==> config.mk <==
export PLATFORM = sky130hd
export DESIGN_NAME = latch_stamp_unit
export DESIGN_NICKNAME = d
export VERILOG_FILES = /design/src/rtl/stamp_pkg.sv /design/src/rtl/latch_edge_sync.sv /design/src/rtl/stamp_slot.sv /design/src/rtl/stamp_rd_mux.sv /design/src/rtl/latch_stamp_unit.sv
export SDC_FILE = /design/constraint.sdc
export NUM_CORES = 1
export LEC_CHECK = 0
export CAP_MARGIN = 15
export CELL_PAD_IN_SITES_DETAIL_PLACEMENT = 2
export CELL_PAD_IN_SITES_GLOBAL_PLACEMENT = 2
export CORE_ASPECT_RATIO = 1.5
export CORE_MARGIN = 2
export CORE_UTILIZATION = 25
export CTS_BUF_LIST = sky130_fd_sc_hd__clkbuf_8
export DETAILED_ROUTE_END_ITERATION = 8
export PLACE_DENSITY = 0.59
export REMOVE_ABC_BUFFERS = 1
export SETUP_SLACK_MARGIN = 0.02
export SLEW_MARGIN = 20
export SYNTH_ARGS = -nofsm -noshare
export SYNTH_HDL_FRONTEND = slang
export SYNTH_SLANG_ARGS = --single-unit
==> constraint.sdc <==
create_clock -name clk_i -period 2.2 [get_ports clk_i]
set_clock_uncertainty 0.2 [all_clocks]
set_input_delay 0.44 -clock clk_i [delete_from_list [all_inputs] [get_ports clk_i]]
set_output_delay 0.44 -clock clk_i [all_outputs]
set_load 0.02 [all_outputs]
==> src/rtl/stamp_pkg.sv <==
package stamp_pkg;
  typedef enum logic {EDGE_RISE = 1'b0, EDGE_FALL = 1'b1} edge_e;

  function automatic int slot_of(int pin, edge_e e);
    return 2 * pin + int'(e);
  endfunction
endpackage

==> src/rtl/latch_edge_sync.sv <==
module latch_edge_sync #(
  parameter int STAGES = 2
) (
  input  logic clk_i,
  input  logic rst_ni,
  input  logic pin_i,
  output logic rise_o,
  output logic fall_o
);
  logic [STAGES-1:0] sr_q;
  logic              prev_q;
  logic              s;

  assign s = sr_q[STAGES-1];

  always_ff @(posedge clk_i or negedge rst_ni) begin
    if (!rst_ni) begin
      sr_q   <= '0;
      prev_q <= 1'b0;
    end else begin
      sr_q   <= {sr_q[STAGES-2:0], pin_i};
      prev_q <= s;
    end
  end

  assign rise_o = s & ~prev_q;
  assign fall_o = ~s & prev_q;

  // a detected edge lasts one cycle
  a_r10_rise_pulse: assert property (@(posedge clk_i) disable iff (!rst_ni)
    rise_o |=> !rise_o);
  a_r10_fall_pulse: assert property (@(posedge clk_i) disable iff (!rst_ni)
    fall_o |=> !fall_o);
endmodule

==> src/rtl/stamp_slot.sv <==
module stamp_slot #(
  parameter int TIME_W = 64
) (
  input  logic              clk_i,
  input  logic              rst_ni,
  input  logic              cap_i,
  input  logic              single_i,
  input  logic              clr_i,
  input  logic [TIME_W-1:0] time_i,
  output logic [TIME_W-1:0] value_o,
  output logic              flag_o
);
  logic take;

  // single-shot holds while flagged, unless the read lands this cycle
  assign take = cap_i & (~single_i | ~flag_o | clr_i);

  always_ff @(posedge clk_i or negedge rst_ni) begin
    if (!rst_ni) begin
      value_o <= '0;
      flag_o  <= 1'b0;
    end else begin
      if (take) value_o <= time_i;
      if (take)       flag_o <= 1'b1;
      else if (clr_i) flag_o <= 1'b0;
    end
  end

  a_r2_flag_set: assert property (@(posedge clk_i) disable iff (!rst_ni)
    cap_i |=> flag_o);
  a_r3_flag_clear: assert property (@(posedge clk_i) disable iff (!rst_ni)
    (clr_i && !cap_i) |=> !flag_o);
  a_r4_overwrite: assert property (@(posedge clk_i) disable iff (!rst_ni)
    (cap_i && !single_i) |=> value_o == $past(time_i));
  a_r5_hold: assert property (@(posedge clk_i) disable iff (!rst_ni)
    (single_i && flag_o && !clr_i) |=> $stable(value_o));
  a_r9_capture_wins: assert property (@(posedge clk_i) disable iff (!rst_ni)
    (cap_i && clr_i) |=> (flag_o && value_o == $past(time_i)));
endmodule

==> src/rtl/stamp_rd_mux.sv <==
module stamp_rd_mux #(
  parameter  int N      = 5,
  parameter  int W      = 64,
  localparam int SEL_W  = $clog2(N)
) (
  input  logic             clk_i,
  input  logic             rst_ni,
  input  logic [W-1:0]     vals_i [N],
  input  logic [SEL_W-1:0] sel_i,
  input  logic             rd_en_i,
  output logic [W-1:0]     data_o,
  output logic [N-1:0]     clr_o
);
  always_comb begin
    data_o = '0;
    clr_o  = '0;
    for (int k = 0; k < N; k++) begin
      if (sel_i == SEL_W'(k)) begin
        data_o   = vals_i[k];
        clr_o[k] = rd_en_i;
      end
    end
  end

  a_r3_one_clear: assert property (@(posedge clk_i) disable iff (!rst_ni)
    $onehot0(clr_o));
  a_r3_clear_needs_read: assert property (@(posedge clk_i) disable iff (!rst_ni)
    !rd_en_i |-> clr_o == '0);
endmodule

==> src/rtl/latch_stamp_unit.sv <==
module latch_stamp_unit #(
  parameter  int TIME_W      = 64,
  parameter  int N_LATCH     = 2,
  parameter  int SYNC_STAGES = 2,
  localparam int N_SLOT      = 2 * N_LATCH + 1,
  localparam int SEL_W       = $clog2(N_SLOT)
) (
  input  logic              clk_i,
  input  logic              rst_ni,
  input  logic [TIME_W-1:0] sys_time_i,
  input  logic [N_LATCH-1:0] latch_pin_i,
  input  logic [N_LATCH-1:0] pin_is_latch_i,
  input  logic [N_LATCH-1:0] unit_en_i,
  input  logic [N_LATCH-1:0] single_shot_i,
  input  logic              bufmgr_evt_i,
  input  logic              rd_en_i,
  input  logic [SEL_W-1:0]  rd_sel_i,
  output logic [TIME_W-1:0] rd_data_o,
  output logic [N_SLOT-1:0] new_flag_o
);
  import stamp_pkg::*;

  localparam int BM_SLOT = 2 * N_LATCH;

  logic [N_SLOT-1:0] cap;
  logic [N_SLOT-1:0] single;
  logic [N_SLOT-1:0] clr;
  logic [TIME_W-1:0] slot_val [N_SLOT];

  for (genvar i = 0; i < N_LATCH; i++) begin : g_pin
    logic rise, fall, live;

    latch_edge_sync #(.STAGES(SYNC_STAGES)) u_sync (
      .clk_i  (clk_i),
      .rst_ni (rst_ni),
      .pin_i  (latch_pin_i[i]),
      .rise_o (rise),
      .fall_o (fall)
    );

    assign live = pin_is_latch_i[i] & unit_en_i[i];
    assign cap[slot_of(i, EDGE_RISE)]    = rise & live;
    assign cap[slot_of(i, EDGE_FALL)]    = fall & live;
    assign single[slot_of(i, EDGE_RISE)] = single_shot_i[i];
    assign single[slot_of(i, EDGE_FALL)] = single_shot_i[i];

    a_r6_r7_gate_rise: assert property (@(posedge clk_i) disable iff (!rst_ni)
      !live |=> $stable(slot_val[2*i]));
    a_r6_r7_gate_fall: assert property (@(posedge clk_i) disable iff (!rst_ni)
      !live |=> $stable(slot_val[2*i+1]));
    a_r6_r7_no_flag: assert property (@(posedge clk_i) disable iff (!rst_ni)
      (!live && !rd_en_i) |=> $stable(new_flag_o[2*i+1:2*i]));
  end

  assign cap[BM_SLOT]    = bufmgr_evt_i;
  assign single[BM_SLOT] = 1'b0;

  for (genvar s = 0; s < N_SLOT; s++) begin : g_slot
    stamp_slot #(.TIME_W(TIME_W)) u_slot (
      .clk_i    (clk_i),
      .rst_ni   (rst_ni),
      .cap_i    (cap[s]),
      .single_i (single[s]),
      .clr_i    (clr[s]),
      .time_i   (sys_time_i),
      .value_o  (slot_val[s]),
      .flag_o   (new_flag_o[s])
    );
  end

  stamp_rd_mux #(.N(N_SLOT), .W(TIME_W)) u_rd (
    .clk_i   (clk_i),
    .rst_ni  (rst_ni),
    .vals_i  (slot_val),
    .sel_i   (rd_sel_i),
    .rd_en_i (rd_en_i),
    .data_o  (rd_data_o),
    .clr_o   (clr)
  );

  a_r8_bufmgr: assert property (@(posedge clk_i) disable iff (!rst_ni)
    bufmgr_evt_i |=> (new_flag_o[BM_SLOT] && slot_val[BM_SLOT] == $past(sys_time_i)));
endmodule

==> summary.md <==
| Metric | Value |
|---|---|
| Total of warnings raised by yosys | `0` |
| Detailed-route via count | `10,249` |
| Final setup violation count | `57` |
| Cts bufs inserted | `58` |
| EDFF count, synth | `0` |
| Internal power summed over all cells | `12.7 mW` |
| Half-perimeter wire length after placement | `approximately 30,000 µm` |
| Ratio of final minimum period to clock period | `106%` |
| Vertical extent of the die | `307 µm` |
| Final Util | `between 30 and 40%` |
| Starting density of the core | `roughly a quarter` |
| Actual transition at the worst max-transition pin | `0.510 ns` |
| Data required, critical path | `between 1.5 and 2 ns` |
| Post-synthesis area per instance | `between 10 and 15 µm²` |
| Number of global-route vias before repair | `roughly 12,000` |
| IO Pins | `roughly 150` |
| Sequential share of the synthesized area | `between 50% and 60%` |
| Slack of the worst reg-to-reg path | `between 0.2 and 0.3 ns` |
| Outcome | `finished with violations` |
| Top cells by area, synth | `dfrtp_1, mux2_2, mux2i_1` |
| Maximum vdd ir drop | `0.000438 V` |
| Most common cell in the netlist | `dfrtp_1` |
| Endpoint of the most critical register-to-register path | `g_slot[0].u_slot.value_o[16]` |
| Final-layout fill cell count | `around 6,200` |
| Netlist Area Pre-Place | `about 15,000 µm²` |
| Worst reg-to-reg path cell count | `5` |
| Sequential power share | `a little under half` |
| Clock Root Buffer | `clkbuf_8` |
| Final critical delay including setup and external delays | `roughly 2.3 ns` |
| Number of distinct library cell variants in the gate-level netlist after synthesis | `25` |
| Share of synthesized registers carrying an async set or reset | `100%` |
| Global-route congestion overflow total | `0` |
| Capture endpoint of the worst hold path | `g_pin[0].u_sync.sr_q[0]` |
| Failing checks | `negative setup slack` |
| Yosys top cell area share | `between 50% and 60%` |
| Hold Fails Final Rpt | `0` |
| Startpoint kind of the worst setup timing path | `primary input` |
| Largest net degree at the start of global routing | `54` |
| Post-synthesis sequential element count | `between 300 and 400` |
| I/O Buffers | `147` |
| DRC violation count after routing | `0` |
| Fraction of power spent switching nets | `between 20 and 30%` |
| First drt pass iteration count | `4` |
| Least setup slack across all paths after layout | `-0.125 ns` |
| Routability cong. | `approximately 0.69` |
| Cell row count | `110` |
| Min-Delay Path Class | `primary input to flop` |
| Drt initial violations | `260` |
| Horiz. Die Dim | `about 210 µm` |
| CTS max path bufs | `3` |
| Nets@finish | `1,463` |
| Ratio of routed vias to standard cells | `4.64` |
| Area added between synthesis and finish | `29.4%` |
| Post-Synthesis Cells | `1,153` |
| Yosys top cell by area | `dfrtp_1` |
| Layout cells sized above 1 | `between 40 and 50%` |
| H-tree depth reported by CTS | `2` |
| CTS tree | `built` |
| Pleak | `~8.7 nW` |
| Clock network fraction of total power | `31.0%` |
| Kind of end point of the critical path | `output port` |
| Clock latency reported for the late side of the worst-skew pair | `~0.62 ns` |
| CP max FO | `27` |
| Logic pwr share | `approximately 22%` |
| Critical path data arrival time | `1.68 ns` |
| Clk slew on worst S/H paths | `about 0.06 ns` |
| Most used DFF post-synth | `dfrtp_1` |
| Setup repair after global routing missed its margin | `yes` |
| CTS sink cnt | `around 330` |
| Start of the worst register-to-register path | `g_pin[0].u_sync.prev_q` |
| Routed WL | `43,900 µm` |
| Number of antenna violations at the first check in global routing | `1` |
| Post-DRT Antenna Nets | `0` |
| Max cap viols | `0` |
| Wirelength per Cell | `around 20 µm` |
| Core area | `60,100 µm²` |
| Worst Min Path Start | `latch_pin_i[0]` |
| Minimum setup slack after placement | `-0.623 ns` |
| Highest Clock Rate | `roughly 430 MHz` |
| Class of the most critical setup path | `primary input to output port` |
| Top post-synthesis cells by count | `dfrtp_1, mux2_2, mux2i_1, nand2_1` |
| Slew Limit Headroom | `between 60% and 70%` |
| Full die area | `roughly 63,000 µm²` |
| All-Layer GR Usage | `between 10 and 15%` |
| Final slew viol count | `0` |
| Total power density per cell area | `895 nW/µm²` |
| Psw | `5.00 mW` |
| Global-route wire length before repair | `between 70,000 and 80,000 µm` |
| Worst hold path depth | `1` |
==> layer usage <==
metal | vias up | global-route usage, % | part of all wire (%)
met3 | 61 | 2.23 | 3.1
met1 | 5389 | 17.3 | 41
met5 | - | 0 | 0
li1 | 4654 | - | -
met2 | 145 | 26.2 | 54
met4 | 0 | 3.90 | 1.9
==> how the worst max path moves through the flow <==
| stage | slack [ns] | cells past startpoint | startpoint | end |
|---|---|---|---|---|
| finish | -0.12 | 6 | rd_sel_i[1] | rd_data_o[16] |
| global route | -0.24 | 4 | g_slot[2].u_slot.value_o[16] | rd_data_o[16] |
| CTS | -0.19 | 4 | g_slot[0].u_slot.value_o[16] | rd_data_o[16] |
| detailed placement | -0.62 | 6 | rd_sel_i[1] | rd_data_o[16] |
| global placement | -0.61 | 6 | rd_sel_i[1] | rd_data_o[26] |
| floorplan | -2.02 | 3 | rd_sel_i[0] | g_slot[1].u_slot.value_o[0] |
==> sequential cells by signal, summed over array words and instances, names as in the netlist <==
name and flops:
g_slot.u_slot.value_o 320, g_slot.u_slot.flag_o 5, g_pin.u_sync.sr_q 4, g_pin.u_sync.prev_q 2
==> placed cells by master, fill, tap and decap left out, types with 17 or more instances in the layout <==
| cell | instances |
|---|---|
| inv_1 | 25 |
| buf_6 | 50 |
| buf_12 | 39 |
| dfrtp_1 | 331 |
| mux2i_1 | 128 |
| o22ai_1 | 64 |
| clkbuf_8 | 72 |
| o21a_1 | 64 |
| clkdlybuf4s50_1 | 73 |
| buf_2 | 17 |
| buf_4 | 76 |
| mux2_2 | 315 |
| o21ai_0 | 59 |
| nand2_1 | 69 |
==> worst max-delay path, cell delays in order <==
cell     delay, ns
buf_12        0.23
buf_4         0.25
mux2i_1       0.22
o22ai_1       0.12
o21a_1        0.22
buf_2         0.17
==> per-stage QoR <==
step	hold WS [ns]	power (mW)	setup TNS [ns]	instance area, µm²	cells
3_3_place_gp	0.139	12.1	-132.07	18500	2090
3_5_place_dp	0.149	12.3	-135.02	18500	2090
4_1_cts	0.0234	18.0	-7.32	19600	2200
6_report	0.0887	17.7	-2.19	19700	2209
5_1_grt	0.0528	18.8	-9.55	19700	2209
2_1_floorplan	-0.0556	10.5	-292.73	14800	1060
==> cells by family (layout without fill, tap and decap cells) <==
kind of cell,Yosys count,after routing,share of synthesized area [%]
mux,448,448,32.0
flops,331,331,54.3
simple gates,78,78,2.33
compound gates,200,200,8.36
other cells,0,1,0
buf+inv,96,367,3.03
==> what timing repair did <==
action                     4_1_cts  5_1_grt
resized for setup              319       44
hold buffers                     3        0
setup endpoints to repair       69       64
setup buffers                    7        8
hold endpoints to repair       269        0
pin swaps                       12       28
==> power groups by stage <==
stage | clock (mW) | sequential [mW] | combinational (mW)
after floorplan | 0 | 8.10 | 2.36
after global placement | 0 | 8.25 | 3.82
after detailed placement | 0 | 8.36 | 3.95
after CTS | 5.76 | 8.25 | 3.94
after global routing | 6.02 | 8.43 | 4.38
final | 5.49 | 8.23 | 3.97
==> layout make-up <==
cell class,count,area [µm²],area share [%]
antenna,1,2.50,0.0127
clock buffer,72,991,5.02
clock inverter,28,118,0.596
inverter,3,11.3,0.0570
multi-input combinational,726,6540,33.1
sequential,331,8280,41.9
tap,784,981,4.97
timing repair buffer,264,2820,14.3
Power figures use the tool's default switching activity.
